## config.mk

```make
export PLATFORM = sky130hd
export DESIGN_NAME = gpio_override_port
export DESIGN_NICKNAME = d
export VERILOG_FILES = /design/src/rtl/gpio_port_pkg.sv /design/src/rtl/gpio_in_sync.sv /design/src/rtl/gpio_pin_resolve.sv /design/src/rtl/gpio_override_port.sv
export SDC_FILE = /design/constraint.sdc
export NUM_CORES = 1
export LEC_CHECK = 0
export BUFFER_PORTS_ARGS = -buffer_cell sky130_fd_sc_hd__buf_2
export CORE_MARGIN = 2
export CORE_UTILIZATION = 30
export DETAILED_ROUTE_END_ITERATION = 8
export HOLD_SLACK_MARGIN = 0.08
export PLACE_DENSITY_LB_ADDON = 0.08
export SLEW_MARGIN = 5
export SYNTH_ARGS = -nofsm -noshare
export SYNTH_HDL_FRONTEND = slang
export SYNTH_HIERARCHICAL = 1
export SYNTH_SLANG_ARGS = --single-unit
```

## constraint.sdc

```tcl
create_clock -name clk -period 3 [get_ports clk]
set_input_delay 0.6 -clock clk [delete_from_list [all_inputs] [get_ports clk]]
set_output_delay 0.6 -clock clk [all_outputs]
set_load 0.01 [all_outputs]
```

## src/rtl/gpio_port_pkg.sv

```systemverilog
package gpio_port_pkg;

  typedef enum logic [1:0] {
    ADDR_DIR  = 2'd0,
    ADDR_DATA = 2'd1,
    ADDR_INP  = 2'd2,
    ADDR_NONE = 2'd3
  } reg_addr_e;

  typedef enum logic [1:0] {
    GRP_LCD_ONLY = 2'd0,
    GRP_I2C      = 2'd1,
    GRP_TMR      = 2'd2
  } pin_group_e;

  typedef struct packed {
    logic drive;  // pin resolves to an output
    logic ie;     // input buffer enabled
    logic od;     // open-drain mode
  } pin_ctl_t;

  // Which override rules apply to a pin position.
  function automatic pin_group_e group_of(input int idx);
    if (idx == 5 || idx == 6) return GRP_I2C;
    if (idx <= 3)             return GRP_TMR;
    return GRP_LCD_ONLY;
  endfunction

  // Fixed priority: LCD, then the group's own peripheral, then the direction bit.
  function automatic pin_ctl_t resolve_pin(input pin_group_e grp, input logic dir,
                                           input logic lcd, input logic i2c_act,
                                           input logic tmr_act);
    pin_ctl_t c;
    c.ie    = ~lcd;
    c.od    = 1'b0;
    c.drive = dir;
    if (lcd) begin
      c.drive = 1'b0;
    end else if (grp == GRP_I2C && i2c_act) begin
      c.drive = 1'b1;
      c.od    = 1'b1;
    end else if (grp == GRP_TMR && tmr_act) begin
      c.drive = 1'b1;
    end
    return c;
  endfunction

  // Open-drain pads only pull low; a 1 releases the pad.
  function automatic logic pad_enable(input pin_ctl_t c, input logic data);
    return c.drive & ~(c.od & data);
  endfunction

endpackage

```

## src/rtl/gpio_in_sync.sv

```systemverilog
module gpio_in_sync #(
  parameter int WIDTH  = 8,
  parameter int STAGES = 2
) (
  input  logic             clk,
  input  logic             rst_n,
  input  logic [WIDTH-1:0] async_in,
  output logic [WIDTH-1:0] sync_out
);

  logic [STAGES-1:0][WIDTH-1:0] stage_q;

  always_ff @(posedge clk or negedge rst_n) begin
    if (!rst_n) begin
      stage_q <= '0;
    end else begin
      stage_q[0] <= async_in;
      for (int s = 1; s < STAGES; s++) begin
        stage_q[s] <= stage_q[s-1];
      end
    end
  end

  assign sync_out = stage_q[STAGES-1];

endmodule

```

## src/rtl/gpio_pin_resolve.sv

```systemverilog
module gpio_pin_resolve
  import gpio_port_pkg::*;
#(
  parameter int IDX = 0
) (
  input  logic dir_bit,
  input  logic data_bit,
  input  logic lcd_en,
  input  logic i2c_act,
  input  logic tmr_act,
  input  logic sync_bit,
  output logic is_out,
  output logic oe,
  output logic ie,
  output logic od,
  output logic data_rd,
  output logic inp_rd
);

  localparam pin_group_e GRP = group_of(IDX);

  pin_ctl_t ctl;

  always_comb begin
    ctl = resolve_pin(GRP, dir_bit, lcd_en, i2c_act, tmr_act);
  end

  assign is_out  = ctl.drive;
  assign ie      = ctl.ie;
  assign od      = ctl.od;
  assign oe      = pad_enable(ctl, data_bit);
  assign inp_rd  = ctl.ie & sync_bit;
  assign data_rd = ctl.drive ? data_bit : inp_rd;

endmodule

```

## src/rtl/gpio_override_port.sv

```systemverilog
module gpio_override_port
  import gpio_port_pkg::*;
#(
  parameter int NPINS  = 8,
  parameter int TMR_CH = 4,
  parameter int SYNC_N = 2
) (
  input  logic              clk,
  input  logic              rst_n,
  input  logic [1:0]        bus_addr,
  input  logic              bus_we,
  input  logic [NPINS-1:0]  bus_wdata,
  output logic [NPINS-1:0]  bus_rdata,
  input  logic [NPINS-1:0]  lcd_seg_en,
  input  logic              i2c_routed,
  input  logic              i2c_enable,
  input  logic              tmr_route,
  input  logic [TMR_CH-1:0] tmr_oc_en,
  input  logic [NPINS-1:0]  pad_in,
  output logic [NPINS-1:0]  pad_out,
  output logic [NPINS-1:0]  pad_oe,
  output logic [NPINS-1:0]  pad_ie,
  output logic [NPINS-1:0]  pad_od
);

  logic [NPINS-1:0] dir_q;
  logic [NPINS-1:0] data_q;
  logic [NPINS-1:0] in_sync;      // synchronized pad values
  logic [NPINS-1:0] tmr_act;      // per-pin timer claim
  logic [NPINS-1:0] pin_is_out;   // resolved direction
  logic [NPINS-1:0] data_rd;
  logic [NPINS-1:0] inp_rd;
  logic             i2c_act;

  assign i2c_act = i2c_routed & i2c_enable;

  always_ff @(posedge clk or negedge rst_n) begin
    if (!rst_n) begin
      dir_q  <= '0;
      data_q <= '0;
    end else if (bus_we) begin
      if (bus_addr == ADDR_DIR)  dir_q  <= bus_wdata;
      if (bus_addr == ADDR_DATA) data_q <= bus_wdata;
    end
  end

  gpio_in_sync #(.WIDTH(NPINS), .STAGES(SYNC_N)) u_sync (
    .clk      (clk),
    .rst_n    (rst_n),
    .async_in (pad_in),
    .sync_out (in_sync)
  );

  for (genvar i = 0; i < NPINS; i++) begin : g_pin
    if (i < TMR_CH) begin : g_tmr
      assign tmr_act[i] = tmr_route & tmr_oc_en[i];
    end else begin : g_notmr
      assign tmr_act[i] = 1'b0;
    end

    gpio_pin_resolve #(.IDX(i)) u_pin (
      .dir_bit  (dir_q[i]),
      .data_bit (data_q[i]),
      .lcd_en   (lcd_seg_en[i]),
      .i2c_act  (i2c_act),
      .tmr_act  (tmr_act[i]),
      .sync_bit (in_sync[i]),
      .is_out   (pin_is_out[i]),
      .oe       (pad_oe[i]),
      .ie       (pad_ie[i]),
      .od       (pad_od[i]),
      .data_rd  (data_rd[i]),
      .inp_rd   (inp_rd[i])
    );
  end

  assign pad_out = data_q;

  always_comb begin
    case (bus_addr)
      ADDR_DIR:  bus_rdata = dir_q;
      ADDR_DATA: bus_rdata = data_rd;
      ADDR_INP:  bus_rdata = inp_rd;
      default:   bus_rdata = '0;
    endcase
  end

endmodule

```

==> metrics.json <==
{
  "run_status": {"value": "complete, no violations"},
  "via_count": {"value": 1181},
  "detailed_router_s_first_iteration_violation_count": {"value": 19},
  "clock_tree_from_tritoncts": {"value": "built"},
  "cts_buffers": {"value": 5},
  "synthesis.instances": {"value": 149},
  "cp_data_required_time": {"value": 2.40, "unit": "ns"},
  "drcViolationCount": {"value": 0},
  "numClockSinks": {"value": 32},
  "cts.htree.levels": {"value": 2},
  "areaGrowthSynthToFinish": {"value": 21.3, "unit": "%"},
  "worstHoldPathType": {"value": "register to register"},
  "floorplan.rows": {"value": 27},
  "post_cts_hold_buffer_count": {"value": 0},
  "core_region_area": {"value": 5510, "unit": "sq um"},
  "setup_violations": {"value": 0},
  "setup.worst_path.start_class": {"value": "primary input"},
  "die_height": {"value": 79.6, "unit": "microns"},
  "cts-resized-gates": {"value": 0},
  "detailed_place.area": {"value": 1980, "unit": "sq um"},
  "fp.dieW": {"value": 79.6, "unit": "microns"},
  "dieArea": {"value": 6330, "unit": "sq um"},
  "finish.instance_area": {"value": 2080, "unit": "sq um"},
  "place.gp.congestion": {"value": 0.686},
  "grt_setup_unrepaired": {"value": "false"},
  "power.density": {"value": 548, "unit": "nW/um^2"},
  "first_pass_grt_wire_length": {"value": 5820, "unit": "microns"},
  "worst-setup-path-type": {"value": "primary input to output pin"},
  "final-hold-violation-count": {"value": 0},
  "report.power.total": {"value": 1.14, "unit": "mW"},
  "clk_pin_slew_worst_paths": {"value": 0.06, "unit": "ns"},
  "cts.root.buffer_cell": {"value": "sky130_fd_sc_hd__clkbuf_8"},
  "finClkSkew": {"value": 0.00275, "unit": "ns"},
  "fillerInstances": {"value": 569},
  "layout_worst_path_cycle_share": {"value": 0.773},
  "insertion_delay": {"value": 0.28, "unit": "ns"},
  "ys.warnings.count": {"value": 6},
  "dp_hpwl": {"value": 2750, "unit": "microns"},
  "leakage": {"value": 1.06, "unit": "nW"},
  "final-seq-area": {"value": 801, "unit": "sq um"},
  "worst_ep_arrival_time": {"value": 1.72, "unit": "ns"},
  "multi_input_comb_area": {"value": 709, "unit": "sq um"},
  "worstMarginPinSlew": {"value": 0.731, "unit": "ns"},
  "effective_utilization_at_floorplan": {"value": 0.311},
  "worst_setup_path_end_kind": {"value": "output pin"},
  "post_drt_via_cell_ratio": {"value": 4.29},
  "final_max_slew_viol_count": {"value": 0},
  "total_routing_usage_reported_by_global_routing": {"value": 0.124},
  "post-cts-setup-buffers": {"value": 0},
  "peakVddDrop": {"value": 0.201, "unit": "mV"},
  "detail_route.wl_per_cell": {"value": 13.3, "unit": "microns"},
  "setup-tns-final": {"value": 0, "unit": "ns"},
  "timing.hold.ws": {"value": 0.345, "unit": "ns"},
  "grt_pass1_vias": {"value": 1254},
  "timing.max_slew.rel_slack": {"value": 0.513},
  "syn_area": {"value": 1710, "unit": "sq um"},
  "design.portCount": {"value": 76},
  "max_freq": {"value": 0.431, "unit": "GHz"},
  "cp_max_fo": {"value": 11},
  "antenna_cells": {"value": 0},
  "num-nets-final": {"value": 239},
  "cap_violations": {"value": 0},
  "initial_antenna_violation_count": {"value": 0},
  "grt_start_max_net_pins": {"value": 33},
  "synth.avg_cell_area": {"value": 11.5, "unit": "sq um"},
  "synthesis.nets": {"value": 185},
  "clockBufferDepth": {"value": 2},
  "drtAntennaViolNets": {"value": 0},
  "routed_wirelength": {"value": 3660, "unit": "microns"},
  "final.min_clock_period": {"value": 2.32, "unit": "ns"},
  "drive_gt1_frac": {"value": 0.507},
  "globalRoute.totalOverflow": {"value": 0},
  "port_buffers": {"value": 69},
  "dr.pass1.iters": {"value": 4}
}
-- routing by layer --
| layer | share of wire | global-route usage | wire length, microns |
|---|---|---|---|
| met5 | 0 | 0 | 0 |
| met3 | 0.067 | 0.0351 | 244 |
| met4 | 0.016 | 0.0621 | 58 |
| met1 | 0.41 | 0.139 | 1490 |
| met2 | 0.51 | 0.213 | 1870 |
-- path summary, 6_finish.rpt --
| check | end | slack [ns] | cells after the start | start |
|---|---|---|---|---|
| max reg2reg | pad_out[5] | 2.19 | 1 | pad_out[5] |
| min | u_sync/sync_out[5] | 0.35 | 0 | u_sync/stage_q[5] |
| min in group asynchronous | u_sync/stage_q[6] | 0.38 | 1 | rst_n |
| max in group asynchronous | pad_out[2] | 2.15 | 1 | rst_n |
| min reg2reg | u_sync/sync_out[5] | 0.35 | 0 | u_sync/stage_q[5] |
| max | bus_rdata[2] | 0.68 | 5 | bus_addr[0] |
-- layout by cell type, fill, tap and decap left out, drive strengths merged, types with 5 or more instances in the layout --
cell type	n
and2	5
buf	70
clkbuf	7
conb	6
dfrtp	32
inv	8
mux2	22
mux2i	10
nor2	12
nor2b	19
o2bb2ai	8
-- cell type report --
| type | count | area share |
|---|---|---|
| inverter | 8 | 0.0144 |
| tap | 72 | 0.0433 |
| clock buffer | 7 | 0.0463 |
| timing repair buffer | 70 | 0.170 |
| multi-input combinational | 86 | 0.341 |
| sequential | 32 | 0.385 |
-- report_power, final --
part           internal, mW  total [mW]  switching (mW)
sequential            0.484       0.519          0.0349
clock                 0.204       0.352           0.148
combinational         0.141       0.270           0.129
-- flip-flops by register name, summed over array words and instances, names as in the netlist --
register and count:
dir_q 8, pad_out 8, u_sync/stage_q 8, u_sync/sync_out 8
-- worst max-delay path, cell delays in order --
cell	delay, ns
sky130_fd_sc_hd__buf_2	0.26
sky130_fd_sc_hd__nor2b_1	0.37
sky130_fd_sc_hd__buf_4	0.22
sky130_fd_sc_hd__o2bb2ai_1	0.12
sky130_fd_sc_hd__buf_2	0.15
-- per-stage QoR --
stage	util	std cells	setup WS (ns)
5_1_grt	0.378	275	0.585
4_1_cts	0.378	275	0.661
6_report	0.378	275	0.682
3_5_place_dp	0.360	268	0.658
3_3_place_gp	0.360	268	0.684
2_1_floorplan	-	149	0.988
No activity file was read; power rests on OpenSTA's default activity.
